--- src/rtl/dac_latch_pkg.sv ---
// Package: shared widths, enumerations and the offset-binary helper for the
// dual-channel code latch. Assumes an 8-bit code and a two-channel select.
package dac_latch_pkg;
    localparam int CODE_W = 8;
    localparam int REF_W  = 16;
    localparam int OUT_W  = CODE_W + REF_W;

    typedef enum logic {CH_A = 1'b0, CH_B = 1'b1} chan_e;
    typedef enum logic {LAW_UNI = 1'b0, LAW_BIP = 1'b1} law_e;

    // Returns code - 2^(W-1) as a signed value one bit wider than the code.
    function automatic logic signed [CODE_W:0] offset_code(input logic [CODE_W-1:0] c);
        return {~c[CODE_W-1], ~c[CODE_W-1], c[CODE_W-2:0]};
    endfunction
endpackage

--- src/rtl/dac_sync.sv ---
// Module: multi-stage synchronizer for a bundle of asynchronous inputs.
// Assumes the bundle is quasi-static around its strobe so that all bits
// are captured together; resets to RST_VAL.
module dac_sync #(
    parameter int          W       = 11,
    parameter int          STAGES  = 2,
    parameter logic [W-1:0] RST_VAL = '0
) (
    input  logic         clk,
    input  logic         rst_n,
    input  logic [W-1:0] d,
    output logic [W-1:0] q
);
    logic [STAGES-1:0][W-1:0] stg;

    genvar i;
    generate
        for (i = 0; i < STAGES; i++) begin : g_stage
            // Shift the bundle one stage further toward the clock domain.
            always_ff @(posedge clk) begin
                if (!rst_n) stg[i] <= RST_VAL;
                else if (i == 0) stg[i] <= d;
                else stg[i] <= stg[(i == 0) ? 0 : i-1];
            end
        end
    endgenerate

    assign q = stg[STAGES-1];
endmodule

--- src/rtl/dac_code_reg.sv ---
// Module: one channel's code register. Transparency is modelled as a load
// on every cycle in which load is high; it holds otherwise.
module dac_code_reg #(
    parameter int W = 8
) (
    input  logic         clk,
    input  logic         rst_n,
    input  logic         load,
    input  logic [W-1:0] d,
    output logic [W-1:0] q
);
    // Capture the port while open, keep the last value when closed.
    always_ff @(posedge clk) begin
        if (!rst_n)    q <= '0;
        else if (load) q <= d;
    end
endmodule

--- src/rtl/dac_xfer.sv ---
// Module: per-channel transfer law. Unipolar: -(ref*code), 8 fraction bits.
// Bipolar: ref*(code-128), 7 fraction bits. Result is registered.
// Assumes OUT_W >= REF_W + CODE_W so no case overflows.
module dac_xfer
    import dac_latch_pkg::*;
#(
    parameter int CW = CODE_W,
    parameter int RW = REF_W,
    parameter int OW = OUT_W
) (
    input  logic                 clk,
    input  logic                 rst_n,
    input  logic                 bipolar,
    input  logic [CW-1:0]        code,
    input  logic signed [RW-1:0] ref_in,
    output logic signed [OW-1:0] result
);
    localparam int PW = OW + 1;

    logic signed [CW:0]   mult;
    logic signed [PW-1:0] prod;
    logic signed [PW-1:0] prod_neg;
    logic signed [OW-1:0] nxt;

    // Pick the multiplier: plain code or offset-binary code.
    always_comb begin
        if (bipolar) mult = offset_code(code);
        else         mult = $signed({1'b0, code});
    end

    // Form the product and apply the sign of the selected law.
    always_comb begin
        prod     = PW'(ref_in) * PW'(mult);
        prod_neg = -prod;
        nxt      = bipolar ? prod[OW-1:0] : prod_neg[OW-1:0];
    end

    // Register the result for a clean output.
    always_ff @(posedge clk) begin
        if (!rst_n) result <= '0;
        else        result <= nxt;
    end
endmodule

--- src/rtl/dual_dac_latch.sv ---
// Module: top of the dual-channel code latch. Synchronizes the shared data
// port, select and strobes, steers writes to one of NUM_CH code registers
// and computes each channel's product against its own reference.
module dual_dac_latch
    import dac_latch_pkg::*;
#(
    parameter int NUM_CH      = 2,
    parameter int SYNC_STAGES = 2
) (
    input  logic                    clk,
    input  logic                    rst_n,
    input  logic [CODE_W-1:0]       data_in,
    input  logic                    chan_sel,
    input  logic                    cs_n,
    input  logic                    wr_n,
    input  logic                    bipolar,
    input  logic signed [REF_W-1:0] ref_a,
    input  logic signed [REF_W-1:0] ref_b,
    output logic signed [OUT_W-1:0] out_a,
    output logic signed [OUT_W-1:0] out_b
);
    localparam int BUNDLE_W = CODE_W + 3;
    localparam logic [BUNDLE_W-1:0] IDLE = {{CODE_W{1'b0}}, 1'b0, 1'b1, 1'b1};

    logic [BUNDLE_W-1:0] raw_bus;
    logic [BUNDLE_W-1:0] syn_bus;
    logic [CODE_W-1:0]   s_data;
    logic                s_sel;
    logic                s_cs_n;
    logic                s_wr_n;
    logic                s_go;

    logic [NUM_CH-1:0][CODE_W-1:0]       code_q;
    logic [NUM_CH-1:0][REF_W-1:0]        ref_v;
    logic [NUM_CH-1:0][OUT_W-1:0]        res_v;

    assign raw_bus = {data_in, chan_sel, cs_n, wr_n};

    dac_sync #(
        .W       (BUNDLE_W),
        .STAGES  (SYNC_STAGES),
        .RST_VAL (IDLE)
    ) u_sync (
        .clk   (clk),
        .rst_n (rst_n),
        .d     (raw_bus),
        .q     (syn_bus)
    );

    // Split the synchronized bundle and decode the write condition.
    always_comb begin
        {s_data, s_sel, s_cs_n, s_wr_n} = syn_bus;
        s_go = !s_cs_n && !s_wr_n;
    end

    assign ref_v[CH_A] = ref_a;
    assign ref_v[CH_B] = ref_b;

    genvar ch;
    generate
        for (ch = 0; ch < NUM_CH; ch++) begin : g_chan
            logic ld;
            assign ld = s_go && (s_sel == ch[0]);

            dac_code_reg #(.W(CODE_W)) u_code (
                .clk   (clk),
                .rst_n (rst_n),
                .load  (ld),
                .d     (s_data),
                .q     (code_q[ch])
            );

            dac_xfer u_xfer (
                .clk     (clk),
                .rst_n   (rst_n),
                .bipolar (bipolar),
                .code    (code_q[ch]),
                .ref_in  (ref_v[ch]),
                .result  (res_v[ch])
            );
        end
    endgenerate

    assign out_a = res_v[CH_A];
    assign out_b = res_v[CH_B];
endmodule

--- config.mk ---
export PLATFORM = sky130hd
export DESIGN_NAME = dual_dac_latch
export DESIGN_NICKNAME = d
export VERILOG_FILES = /design/src/rtl/dac_latch_pkg.sv /design/src/rtl/dac_sync.sv /design/src/rtl/dac_code_reg.sv /design/src/rtl/dac_xfer.sv /design/src/rtl/dual_dac_latch.sv
export SDC_FILE = /design/constraint.sdc
export NUM_CORES = 1
export LEC_CHECK = 0
export ABC_CLOCK_PERIOD_IN_PS = 11500
export BUFFER_PORTS_ARGS = -buffer_cell sky130_fd_sc_hd__buf_2
export CORE_MARGIN = 4
export CORE_UTILIZATION = 45
export CTS_BUF_LIST = sky130_fd_sc_hd__clkbuf_16
export DETAILED_ROUTE_END_ITERATION = 6
export GPL_TIMING_DRIVEN = 0
export PLACE_DENSITY = 0.6
export SYNTH_ARGS = -nofsm -noshare
export SYNTH_HDL_FRONTEND = slang
export SYNTH_SLANG_ARGS = --single-unit
--- constraint.sdc ---
create_clock -name clk -period 11.5 [get_ports clk]
set_clock_uncertainty 0.05 [all_clocks]
set_input_delay 1.725 -clock clk [delete_from_list [all_inputs] [get_ports clk]]
set_output_delay 1.725 -clock clk [all_outputs]
set_load 0.05 [all_outputs]
==> results of run 1 <==
-- metal layers --
| layer | part of all wire [%] | global-route usage (%) |
|---|---|---|
| met1 | 48 | 28.8 |
| met2 | 46 | 31.7 |
| met3 | 5.0 | 2.93 |
| met4 | 1.1 | 2.79 |
| met5 | 0 | 0 |
-- worst reg2reg max path, cell delays in order (launching register included) --
cell       delay (ns)
dfxtp_1          0.30
clkbuf_1         0.47
clkbuf_1         0.47
nand2_1          0.15
fa_1             0.56
inv_1            0.06
fa_1             0.50
fa_1             0.50
fa_1             0.49
inv_1            0.05
fa_1             0.51
inv_1            0.05
ha_1             0.34
o21ai_0          0.14
o21ai_1          0.33
and3_1           0.27
o211a_1          0.20
nor2_1           0.05
o311ai_0         0.57
and2b_1          0.28
a2111oi_2        0.34
o21bai_1         0.20
-- flip-flops by register name (all words and copies together) (netlist names) --
register              count
g_chan.u_xfer.result     48
g_chan.u_code.q          16
u_sync.q                 11
u_sync.stg               11
-- power breakdown --
group          internal, mW  total [mW]  switching [mW]
clock                 0.153       0.286           0.132
sequential            0.319       0.331          0.0115
combinational         0.136       0.390           0.254
-- final cells by class --
cell class              instances  area [sq um]  share of cell area, %
flip-flops and latches         86          1720                   12.0
plain buffers                  52           236                   1.64
multi-input cells            1092         10500                   72.7
well taps                     384           480                   3.34
repair buffers                 84           420                   2.92
inverters                     206           773                   5.37
clock inverters                 7          71.3                  0.495
clock buffers                   9           225                   1.56
-- through the flow --
step | worst slack, ns | hold WS (ns)
after global placement | 3.11 | 0.348
after detailed placement | 3.12 | 0.353
after floorplan | 4.16 | 0.336
after CTS | 3.43 | 0.370
final | 3.43 | 0.366
after global routing | 2.95 | 0.393
-- path summary, 6_finish.rpt --
kind | startpoint | to | depth (start not counted) | slack, ns
worst max register to register | g_chan[0].u_code.q[0]$_SDFFE_PN0P_ | g_chan[0].u_xfer.result[23]$_SDFF_PN0_ | 21 | 4.54
worst max-delay path | bipolar | g_chan[0].u_xfer.result[23]$_SDFF_PN0_ | 22 | 3.43
worst min-delay path | u_sync.stg[1]$_SDFF_PN1_ | u_sync.q[1]$_SDFF_PN1_ | 1 | 0.37
worst min register to register | u_sync.stg[1]$_SDFF_PN1_ | u_sync.q[1]$_SDFF_PN1_ | 1 | 0.37
-- Yosys cell counts (3+ instances only) --
cell	count	area share, %
a211oi_1	7	0.40
a21o_1	9	0.51
a21oi_1	54	2.0
a31oi_1	12	0.57
and2_1	139	6.6
and3_1	10	0.47
buf_1	5	0.14
clkbuf_1	43	1.2
clkbuf_8	3	0.31
dfxtp_1	86	13
fa_1	232	35
ha_1	102	9.7
inv_1	204	5.8
mux2i_1	22	1.7
nand2_1	135	3.8
nand2b_1	30	1.4
nand3_1	5	0.19
nand3b_1	3	0.17
nand4_1	3	0.14
nor2_1	100	2.8
nor2b_1	27	1.3
nor3_1	12	0.46
nor4_1	6	0.28
o211ai_1	3	0.17
o21ai_0	31	1.2
o21bai_1	6	0.34
or2_2	3	0.14
or3_1	17	0.81
xnor2_1	48	3.2
xor2_1	22	1.5
-- cells by family after synthesis --
family,after synthesis,synth area share (%)
AND/OR/NAND/NOR,510,20.1
XOR/XNOR,70,4.64
buffers and inverters,258,7.65
flip-flops,86,13.0
multiplexers,23,1.75
adder cells (fa/ha/maj),334,44.9
AO/OA/AOI/OAI,155,7.91
==> results.yml, run 1 <==
cts:
  clkSinkCount: 86
  post-cts-setup-buffers: 0
  clk_path_buf_depth: 2
  clk_pin_slew_ns: 0.07
  root_buffer: "clkbuf_16"
  cts_hold_buf: 0
  clk_latency_ns: 0.34
  h-tree-depth: 3
  cts_tree: "done"
  cts_buffers: 9
  ctsResizeCount: 0
final_layout:
  fin_cells: 1920
  syn_to_final_growth_pct: 9.11
  final_common_cell: "fa_1"
  nets: 1911
  final_cell_mix: "232 x fa_1, 204 x inv_1, 139 x and2_1, 135 x nand2_1, 102 x ha_1"
  nFillCells: 2800
  fin_util_pct: 49.9
  drive_above_1_share_pct: 8.72
  final_area_sq_um: 14400
  num_antenna_cells: 0
timing:
  rsz0062_at_grt: "no"
  slew_viol_final: 0
  setup_tns_ns: 0
  hold_viol: 0
  tightestPinTransition_ns: 0.856
  finalCritPeriodShare_pct: 70.2
  finalCriticalPeriod_ns: 8.07
  setup_viol: 0
  max_freq_ghz: 0.124
  relSlewSlack_pct: 42.6
grt:
  grt_pass1_wl_um: 50400
  grt_pass1_vias: 10050
  grt_max_degree: 19
  antenna_found_initial: 0
  grt_use_total_pct: 19.6
  grt_remaining_overflow: 0
worst_setup_path:
  cp_common_cell: "fa_1"
  max_stage_delay_ns: 0.57
  crit_path_max_fanout: 10
  crit_type: "primary input to flip-flop"
  cp_slowest_cell: "o311ai_0"
  crit_path_start_kind: "primary input"
  critical_path.top_delay_family: "adder cells"
  critPathBufInv: 5
  path_cells: "buf_2 > ha_1 > clkbuf_1 > nand2b_1 > fa_1 > fa_1 > inv_1 > fa_1 > fa_1 > inv_1 > fa_1 > inv_1 > ha_1 > o21ai_0 > o21ai_1 > and3_1 > o211a_1 > nor2_1 > o311ai_0 > and2b_1 > a2111oi_2 > o21bai_1"
  crit_path_end_kind: "flip-flop"
  arrival_ns: 8.26
  cp.required_ns: 11.69
power:
  finalPower_mw: 1.01
  powerDensity_nw_per_um2: 69.9
  vdd_drop_max_mv: 0.0703
  power.leakage_nw: 7.17
logic_synthesis:
  ys.warnings.count: 0
  syn-mean-instance-area_sq_um: 9.19
  seq_area_frac_synth_pct: 13.0
  syn_area_sq_um: 13200
  synth_enable_flop_cells: 0
  syn_inst: 1436
  ys_types: 72
  async_flop_share_pct: 0
  ys_ff_latch: 86
  synth_ff_type: "dfxtp_1"
  synth_fp_nets: 1816
floorplanning:
  rows: 62
  dieArea_sq_um: 32100
  die_h_um: 179
  start_util_pct: 45.7
  die_width_um: 179
  core_area_sq_um: 28900
  num_io_pins: 94
detailed_routing:
  drtPass1Iterations: 4
  routed_wl_um: 29600
  vias_per_cell: 5.15
  via_count: 9885
  ant_nets: 0
  drc: 0
  drt_iter0_drc: 665
  wl_per_cell_um: 15.4
outcome:
  outcome: "finished, final reports clean"
hold_path:
  hold_class: "flip-flop to flip-flop"
placement:
  gp_congestion: 0.872
  port_buffers: 84
  dp_cells: 1904
  place_hpwl_um: 25400
  placed_area_sq_um: 14100
flow_run:
  drv_cap: 0
No activity file was read; power rests on OpenSTA's default activity.
==> inputs of run 2 (changes only) <==
--- a/config.mk
+++ b/config.mk
@@ -5,14 +5,14 @@
 export SDC_FILE = /design/constraint.sdc
 export NUM_CORES = 1
 export LEC_CHECK = 0
-export ABC_CLOCK_PERIOD_IN_PS = 11500
+export ABC_CLOCK_PERIOD_IN_PS = 7250
 export BUFFER_PORTS_ARGS = -buffer_cell sky130_fd_sc_hd__buf_2
 export CORE_MARGIN = 4
 export CORE_UTILIZATION = 45
 export CTS_BUF_LIST = sky130_fd_sc_hd__clkbuf_16
 export DETAILED_ROUTE_END_ITERATION = 6
 export GPL_TIMING_DRIVEN = 0
-export PLACE_DENSITY = 0.6
+export PLACE_DENSITY = 0.63
 export SYNTH_ARGS = -nofsm -noshare
 export SYNTH_HDL_FRONTEND = slang
 export SYNTH_SLANG_ARGS = --single-unit
==> constraint.sdc (replaced) <==
create_clock -name clk -period 7.25 [get_ports clk]
set_clock_uncertainty 0.05 [all_clocks]
set_input_delay 1.0875 -clock clk [delete_from_list [all_inputs] [get_ports clk]]
set_output_delay 1.0875 -clock clk [all_outputs]
set_load 0.05 [all_outputs]
==> results.yml, run 2 (synthesis gave the netlist of run 1 again) <==
outcome:
  outcome: "finished, final reports clean"
cts:
  cts_tree: "done"
  clk_pin_slew_ns: 0.06
  h-tree-depth: 3
  root_buffer: "clkbuf_16"
  clk_latency_ns: 0.34
  clkSinkCount: 86
  ctsResizeCount: 2
  post-cts-setup-buffers: 0
  cts_buffers: 9
  clk_path_buf_depth: 2
  cts_hold_buf: 0
final_layout:
  regArea_sq_um: 1720
  nFillCells: 2770
  fin_cells: 1918
  top_register: "g_chan.u_xfer.result"
  largest_reg_flops: 48
  final_common_cell: "fa_1"
  syn_to_final_growth_pct: 9.35
  fin_util_pct: 50.0
  reg_top3: "g_chan.u_xfer.result: 48 flops, g_chan.u_code.q: 16 flops"
  final_area_sq_um: 14400
  final_cell_mix: "232 x fa_1, 204 x inv_1, 139 x and2_1, 135 x nand2_1"
  num_antenna_cells: 0
  nets: 1909
  drive_above_1_share_pct: 9.13
  multiInputGateArea_sq_um: 10500
detailed_routing:
  routed_wl_um: 30700
  drtPass1Iterations: 4
  wl_per_cell_um: 16.0
  drc: 0
  vias_per_cell: 5.14
  via_count: 9868
  ant_nets: 0
  drt_iter0_drc: 527
worst_setup_path:
  critPathBufInv: 5
  reg2regPathDepth: 21
  critical_path.top_delay_family: "adder cells"
  arrival_ns: 7.12
  cp.required_ns: 7.45
  rr_endpoint: "g_chan[0].u_xfer.result[22]$_SDFF_PN0_"
  cp_common_cell: "fa_1"
  r2r_setup_slack_ns: 0.37
  crit_path_max_fanout: 10
  crit_path_start_kind: "primary input"
  crit_type: "primary input to flip-flop"
  worstSetupEndpoint: "g_chan[1].u_xfer.result[23]$_SDFF_PN0_"
  r2r_start: "g_chan[0].u_code.q[0]$_SDFFE_PN0P_"
  crit_cells: 21
  cp_slowest_cell: "fa_1"
  path_cells: "buf_2 > ha_2 > buf_2 > nand2b_1 > fa_1 > fa_1 > inv_1 > fa_1 > fa_1 > inv_1 > fa_1 > inv_1 > ha_1 > o21ai_0 > or2_2 > a21o_1 > xnor2_1 > nor4_2 > nor3b_2 > a41oi_1 > mux2i_1"
  max_stage_delay_ns: 0.49
  crit_path_end_kind: "flip-flop"
  startpoint: "bipolar"
power:
  finalPower_mw: 1.62
  powerDensity_nw_per_um2: 112
  power.leakage_nw: 7.18
  vdd_drop_max_mv: 0.111
floorplanning:
  core_area_sq_um: 28900
  start_util_pct: 45.7
  die_h_um: 179
  dieArea_sq_um: 32100
  rows: 62
  die_width_um: 179
  num_io_pins: 94
grt:
  grt_pass1_vias: 10183
  grt_remaining_overflow: 0
  grt_max_degree: 18
  grt_use_total_pct: 20.2
  grt_pass1_wl_um: 52000
  antenna_found_initial: 0
timing:
  slew_viol_final: 0
  layout_setup_ws_ns: 0.326
  finalHoldWorstSlack_ns: 0.355
  relSlewSlack_pct: 40.2
  finalCritPeriodShare_pct: 95.5
  finalCriticalPeriod_ns: 6.92
  rsz0062_at_grt: "no"
  tightestPinTransition_ns: 0.893
  hold_viol: 0
  max_freq_ghz: 0.144
  setup_viol: 0
  setup_tns_ns: 0
placement:
  port_buffers: 84
  place_hpwl_um: 25400
  placed_area_sq_um: 14100
  place_ws_ns: -0.515
  gp_congestion: 0.898
  dp_cells: 1904
hold_path:
  hold_class: "flip-flop to flip-flop"
flow_run:
  drv_cap: 0
==> run 2: worst min path at each step <==
stage | endpoint | from | cells past startpoint
floorplan | u_sync.q[0]$_SDFF_PN1_ | u_sync.stg[0]$_SDFF_PN1_ | 1
finish | u_sync.q[1]$_SDFF_PN1_ | u_sync.stg[1]$_SDFF_PN1_ | 1
global route | u_sync.q[1]$_SDFF_PN1_ | u_sync.stg[1]$_SDFF_PN1_ | 1
CTS | u_sync.q[1]$_SDFF_PN1_ | u_sync.stg[1]$_SDFF_PN1_ | 1
global placement | u_sync.q[1]$_SDFF_PN1_ | u_sync.stg[1]$_SDFF_PN1_ | 1
detailed placement | u_sync.q[1]$_SDFF_PN1_ | u_sync.stg[1]$_SDFF_PN1_ | 1
==> run 2: final cells by class <==
type / count / area share, %
multi-input combinational: 1092 / 72.8
clock buffer: 9 / 1.56
buffer: 50 / 1.61
timing repair buffer: 84 / 2.91
tap: 384 / 3.33
clock inverter: 7 / 0.503
sequential: 86 / 11.9
inverter: 206 / 5.36
==> run 2: report_power, final <==
group          leakage (nW)  total (mW)  switching [mW]  internal (mW)
clock                 0.144       0.464           0.196          0.268
sequential            0.707       0.524          0.0169          0.507
combinational          6.33       0.630           0.410          0.219
total                  7.18        1.62           0.623          0.994
==> run 2: layer usage <==
layer	global-route usage, %	wire length (um)	vias to the layer above
li1	-	-	4704
met3	2.51	1460	31
met2	31.7	13800	240
met1	30.5	14900	4893
met5	0	0	-
met4	3.74	560	0
